**config.mk**
```make
export PLATFORM = sky130hd
export DESIGN_NAME = serctl_port
export DESIGN_NICKNAME = d
export VERILOG_FILES = /design/src/rtl/serctl_port.sv
export SDC_FILE = /design/constraint.sdc
export NUM_CORES = 1
export LEC_CHECK = 0
export ABC_CLOCK_PERIOD_IN_PS = 4650
export CORE_UTILIZATION = 40
export CTS_BUF_LIST = sky130_fd_sc_hd__clkbuf_4 sky130_fd_sc_hd__clkbuf_8 sky130_fd_sc_hd__clkbuf_16
export DETAILED_ROUTE_END_ITERATION = 16
export SYNTH_ARGS = -nofsm -noshare
export SYNTH_HDL_FRONTEND = slang
export SYNTH_SLANG_ARGS = --single-unit
```
**constraint.sdc**
```tcl
create_clock -name clk -period 4.65 [get_ports clk]
set_clock_uncertainty 0.15 [all_clocks]
set_input_delay 0.6975 -clock clk [delete_from_list [all_inputs] [get_ports clk]]
set_output_delay 0.6975 -clock clk [all_outputs]
set_load 0.02 [all_outputs]
```
**src/rtl/serctl_port.sv**
```systemverilog
`timescale 1ns/1ps
module serctl_port #(
  parameter int ADDR_W = 3,
  parameter int DATA_W = 10
) (
  input  logic clk,
  input  logic rst,
  input  logic port_en,
  input  logic sdi,
  input  logic sdi_fs,
  output logic sclk,
  output logic sclk_oe,
  output logic sdo,
  output logic sdo_oe,
  output logic sdo_fs,
  output logic sdo_fs_oe
);
  localparam int TAG_W  = 2;
  localparam int WORD_W = 1 + ADDR_W + TAG_W + DATA_W;
  localparam int NREG   = 1 << ADDR_W;
  localparam int RXC_W  = $clog2(WORD_W);
  localparam int TXC_W  = $clog2(WORD_W + 1);
  localparam logic [RXC_W-1:0] RX_LAST = RXC_W'(WORD_W - 1);
  localparam logic [TXC_W-1:0] TX_LAST = TXC_W'(WORD_W);

  logic [DATA_W-1:0] rate_q, cnt_q;
  logic              sclk_q;
  logic [DATA_W-1:0] regs [NREG];

  logic              rx_busy;
  logic [RXC_W-1:0]  rx_cnt;
  logic [WORD_W-2:0] rx_sh;

  logic              tx_act;
  logic [TXC_W-1:0]  tx_cnt;
  logic [WORD_W-1:0] tx_sh;
  logic              sdo_q, fs_q;
  logic              pend_q;
  logic [WORD_W-1:0] pend_w;

  logic              div_on, tc, fall_ev, rise_ev, swap, done;
  logic [WORD_W-1:0] word;
  logic              rd_flag;
  logic [ADDR_W-1:0] w_addr;
  logic [TAG_W-1:0]  w_tag;
  logic [DATA_W-1:0] w_data;

  assign div_on  = |rate_q;
  assign tc      = cnt_q == rate_q - 1'b1;
  assign fall_ev = !div_on || (tc && sclk_q);
  assign rise_ev = !div_on || (tc && !sclk_q);
  assign swap    = rise_ev && !rx_busy && !tx_act && !pend_q;

  assign word = {rx_sh, sdi};
  assign {rd_flag, w_addr, w_tag, w_data} = word;
  assign done = port_en && fall_ev && rx_busy && rx_cnt == RX_LAST;

  // divider: a new rate is adopted only on an idle rising edge
  always_ff @(posedge clk) begin
    if (rst) begin
      rate_q <= '0;
      cnt_q  <= '0;
      sclk_q <= 1'b1;
    end else if (swap) begin
      rate_q <= regs[0];
      cnt_q  <= '0;
      sclk_q <= 1'b1;
    end else if (!div_on) begin
      cnt_q  <= '0;
      sclk_q <= 1'b1;
    end else if (tc) begin
      cnt_q  <= '0;
      sclk_q <= !sclk_q;
    end else begin
      cnt_q  <= cnt_q + 1'b1;
    end
  end

  always_ff @(posedge clk) begin
    if (rst || !port_en) begin
      rx_busy <= 1'b0;
      rx_cnt  <= '0;
      rx_sh   <= '0;
    end else if (fall_ev) begin
      if (!rx_busy) begin
        rx_busy <= sdi_fs;
        rx_cnt  <= '0;
      end else begin
        rx_sh  <= {rx_sh[WORD_W-3:0], sdi};
        rx_cnt <= rx_cnt + 1'b1;
        if (rx_cnt == RX_LAST) rx_busy <= 1'b0;
      end
    end
  end

  always_ff @(posedge clk) begin
    if (rst) begin
      for (int i = 0; i < NREG; i++) regs[i] <= '0;
    end else if (done && !rd_flag) begin
      regs[w_addr] <= w_data;
    end
  end

  always_ff @(posedge clk) begin
    if (rst || !port_en) begin
      pend_q <= 1'b0;
      pend_w <= '0;
    end else begin
      if (rise_ev && !tx_act) pend_q <= 1'b0;
      if (done && rd_flag) begin
        pend_q <= 1'b1;
        pend_w <= {1'b1, w_addr, w_tag, regs[w_addr]};
      end
    end
  end

  always_ff @(posedge clk) begin
    if (rst || !port_en) begin
      tx_act <= 1'b0;
      tx_cnt <= '0;
      tx_sh  <= '0;
      sdo_q  <= 1'b0;
      fs_q   <= 1'b0;
    end else if (rise_ev) begin
      if (!tx_act) begin
        if (pend_q) begin
          tx_act <= 1'b1;
          tx_sh  <= pend_w;
          tx_cnt <= '0;
          fs_q   <= 1'b1;
          sdo_q  <= 1'b0;
        end
      end else begin
        fs_q <= 1'b0;
        if (tx_cnt == TX_LAST) begin
          tx_act <= 1'b0;
          sdo_q  <= 1'b0;
        end else begin
          sdo_q  <= tx_sh[WORD_W-1];
          tx_sh  <= {tx_sh[WORD_W-2:0], 1'b0};
          tx_cnt <= tx_cnt + 1'b1;
        end
      end
    end
  end

  assign sclk      = div_on ? sclk_q : clk;
  assign sclk_oe   = port_en;
  assign sdo       = sdo_q;
  assign sdo_oe    = port_en;
  assign sdo_fs    = fs_q;
  assign sdo_fs_oe = port_en;
endmodule

```
== Word-level counts from Yosys, hierarchy flattened ==
Memory sizes are Yosys's and may differ from the RTL's. A register that Yosys moved wholly into a read port is not among the register bits.
Index checks and enable logic that the tools add are counted.

* Flip-flop bits (word level): 72
* RAM bits: 80
* Input port bits: 5
* Output and inout bits: 6
* Logic and storage cells: 80
* Memories kept: 1

{| class="wikitable"
|+ Memories
! memory !! words !! bits a word !! read ports !! clocked after memory_dff !! write ports !! line !! RTL
|-
| regs || 8 || 10 || 2 || 2 || 8 || 28 || <nowiki>logic [DATA_W-1:0] regs [NREG];</nowiki>
|}

* Add/subtract/negate cells: 4
* Eq/ne operators: 4
* Muxes and demuxes: 28
* Bitwise operators: 1
* Reductions and logical operators: 30

{| class="wikitable"
|+ Operators by type and width
! kind !! count
|-
| $mux W16 || 3
|-
| $reduce_or A10 Y1 || 2
|-
| $mux W1 || 19
|-
| $mux W5 || 3
|-
| $logic_and A1 B1 Y1 || 11
|-
| $add A10 B1 Y10 const B || 1
|-
| $eq A10 B10 Y1 || 1
|-
| $mux W10 || 1
|-
| $sub A10 B1 Y10 const B || 1
|-
| $logic_not A1 Y1 || 7
|-
| $add A5 B1 Y5 const B || 1
|-
| $eq A5 B5 Y1 const B || 1
|-
| $add A4 B1 Y4 const B || 1
|-
| $eq A4 B4 Y1 const B || 1
|-
| $mux W4 || 1
|-
| $reduce_and A2 Y1 || 2
|-
| $reduce_bool A2 Y1 || 2
|-
| $reduce_or A4 Y1 || 1
|-
| $logic_or A1 B1 Y1 || 3
|-
| $mux W3 || 1
|-
| $reduce_and A3 Y1 || 1
|-
| $reduce_or A3 Y1 || 1
|-
| $ne A2 B2 Y1 const B || 1
|-
| $not A1 Y1 || 1
|}

== Logic depth before layout (Yosys ltp) ==
* Depth after elaboration: 13
* Depth in mapped cells: 12
* Depth with buffers taken out: 9

==> out/results.ini <==
[route]
drt_iter0_markers=567
ant_nets=0
post_drt_wl_per_cell_um=19.6
first_pass_iters=6
drc=0
viasPerCell=5.68
drt_wl_total_um=18600
vias=5399

[power]
p_int_mw=2.79
p_comb_share_pct=22.3
power_frac_clock_pct=37.5
max-vdd-ir-drop_mv=0.284
power.leakage_nw=2.71
powerDensity_mw_per_mm2=492
swShare_pct=32.9
p_sw_mw=1.37
sequentialPowerShare_pct=40.2

[final_layout]
drive_above_1_share_pct=13.2
area_delta_synth_final_pct=11.3
post-route-util_pct=46.2
n_antenna_cell=0
register_area_mm2=0.00404
multi_input_comb_area_mm2=0.00324
nets=719
fillCellCount=1678

[logic_synthesis]
synthDistinctLibCells=63
yosysWarnings=0
ys.flop_type=dfxtp_1
syn_area_per_cell_um2=10.5
syn-instance-count=724
synth-async-reset-ratio_pct=0
synth_edf_count=80
yosysSeqAreaShare_pct=53.3
synth_area_mm2=0.00758
synth_seq_cells=162
synth_fp_nets=734

[floorplanning]
die_h_um=140
initial_core_util_pct=41.5
rows=49
core_mm2=0.0183
ios=11
chipWidth_um=140
die_area_mm2=0.0195

[run_status]
status=complete, no violations

[sta]
period_needed_ns=4.17
timing.final.crit_share_pct=89.7
rsz0062_at_grt=false
slew_viol_final=0
setup_viol=0
slew_headroom_pct=36.3
tns_ns=0
finalHoldViolCount=0
clock.fmax_mhz=240
worstMarginPinSlew_ns=0.954

[global_routing]
grtUsageTotal_pct=20.2
gr-total-overflow=0
antenna_found_initial=0
grt_max_degree=36
grt_pass1_vias=5339
grt_pass1_wl_um=29600

[worst_setup_path]
crit_type=flip-flop to primary output
path_max_fanout=6
endpoint_kind=primary output
arrival_ns=3.32
startpoint_type=flip-flop
crit_required_ns=3.80

[cts]
post_cts_buffers=0
cts_tree=built
ctsHoldBuffers=0
clk_transition_reported_paths_ns=0.07
ctsResizeCount=0
clk_latency_ns=0.54

[placed_design]
dp_hpwl_um=12800
io_buffers=10
gp_congestion=0.864

[run]
maxCapViolations=0

[min_path]
hold_path.class=flip-flop to flip-flop

-- registers in the layout, indices dropped and copies added (netlist names) --
name,flops
regs,80
pend_w,16
tx_sh,16
rx_sh,15
cnt_q,10
rate_q,10
tx_cnt,5
rx_cnt,4
pend_q,1
rx_busy,1
sclk_q,1
sdo,1
sdo_fs,1
tx_act,1
-- critical path: stages (launching register included) --
cell	delay (ns)
dfxtp_1	0.35
inv_1	0.08
ha_1	0.24
nor4b_2	0.56
nand2_1	0.21
nor3_1	0.52
nand2_1	0.09
o21ai_0	0.09
clkdlybuf4s50_1	0.64
-- synthesized netlist by cell type (8+ instances only) --
master,count,area [um2]
a21oi_1,40,200
edfxtp_1,80,2400
buf_2,15,75.1
and3_1,9,56.3
xor2_1,10,87.6
mux2_2,17,191
and2_1,15,93.8
a31o_1,10,87.6
nor4_1,10,62.6
nand3_1,29,145
nor2_1,113,424
nand2_1,70,263
nand4_1,8,50.1
inv_1,10,37.5
xnor2_1,12,105
clkbuf_1,31,116
mux2i_1,29,290
mux4_2,15,338
o21ai_0,22,110
dfxtp_1,82,1640
-- layer usage --
metal / share of wire, % / track usage, %
met5: 0 / 0
met4: 2.0 / 6.94
met3: 6.1 / 5.30
met2: 47 / 31.7
met1: 45 / 26.9
-- logic make-up after synthesis --
family / Yosys count / share of synthesized area (%)
and+or+nand+nor: 291 / 17.8
adders and majority gates: 5 / 0.825
buffers and inverters: 68 / 4.16
xor gates and xnor gates: 22 / 2.54
DFF: 162 / 53.3
AOI/OAI and AO/OA: 115 / 10.5
muxes: 61 / 10.8
-- power by group through the flow --
stage,registers [mW],logic [mW],clock network [mW]
after CTS,1.67,0.919,1.58
after global routing,1.68,1.02,1.64
after floorplan,1.66,0.747,0.0260
after detailed placement,1.70,0.915,0.0501
after global placement,1.69,0.876,0.0501
final,1.67,0.926,1.56
-- stage by stage --
stage	hold slack [ns]	std cells	area, um2	power, mW	worst slack, ns
after global placement	0.294	916	7790	2.62	0.813
after floorplan	0.278	724	7580	2.43	1.22
final	0.315	951	8440	4.15	0.479
after CTS	0.315	951	8440	4.16	0.497
after detailed placement	0.304	916	7790	2.66	0.545
after global routing	0.333	951	8440	4.34	0.109
-- final timing paths --
kind / startpoint / end / slack, ns / cells past startpoint
worst min-delay path: tx_sh[0]$_SDFFE_PP0P_ / tx_sh[0]$_SDFFE_PP0P_ / 0.32 / 2
worst min register to register: tx_sh[0]$_SDFFE_PP0P_ / tx_sh[0]$_SDFFE_PP0P_ / 0.32 / 2
worst max register to register: rate_q[0]$_SDFFE_PP0P_ / regs[3][0]$_SDFFCE_PN0P_ / 0.48 / 10
worst max-delay path: rate_q[0]$_SDFFE_PP0P_ / sclk / 0.48 / 8
-- layout make-up --
class	count	share of cell area, %
tap	229	3.40
timing repair buffer	20	2.05
inverter	10	0.445
clock buffer	21	6.05
sequential	162	47.9
multi-input combinational	494	38.4
clock inverter	15	1.73
-- placed cells by master (no fill, tap or decap), types with 3 or more instances in the layout --
cell type	instances
a21o_1	5
a21oi_1	40
a221oi_1	3
a31o_1	10
a31o_2	3
and2_1	15
and3_1	9
buf_4	11
clkbuf_16	20
clkdlybuf4s50_1	10
clkinv_4	3
dfxtp_1	82
edfxtp_1	80
ha_1	5
inv_1	10
inv_6	3
inv_8	4
mux2_2	17
mux2i_1	29
mux4_2	15
nand2_1	70
nand3_1	29
nand4_1	8
nor2_1	113
nor2b_1	7
nor3_1	6
nor4_1	10
o21ai_0	22
o21ai_1	3
o41a_1	4
or2_2	3
or3_1	6
xnor2_1	12
xor2_1	10
Note: power is estimated with default switching activity, not from simulation.
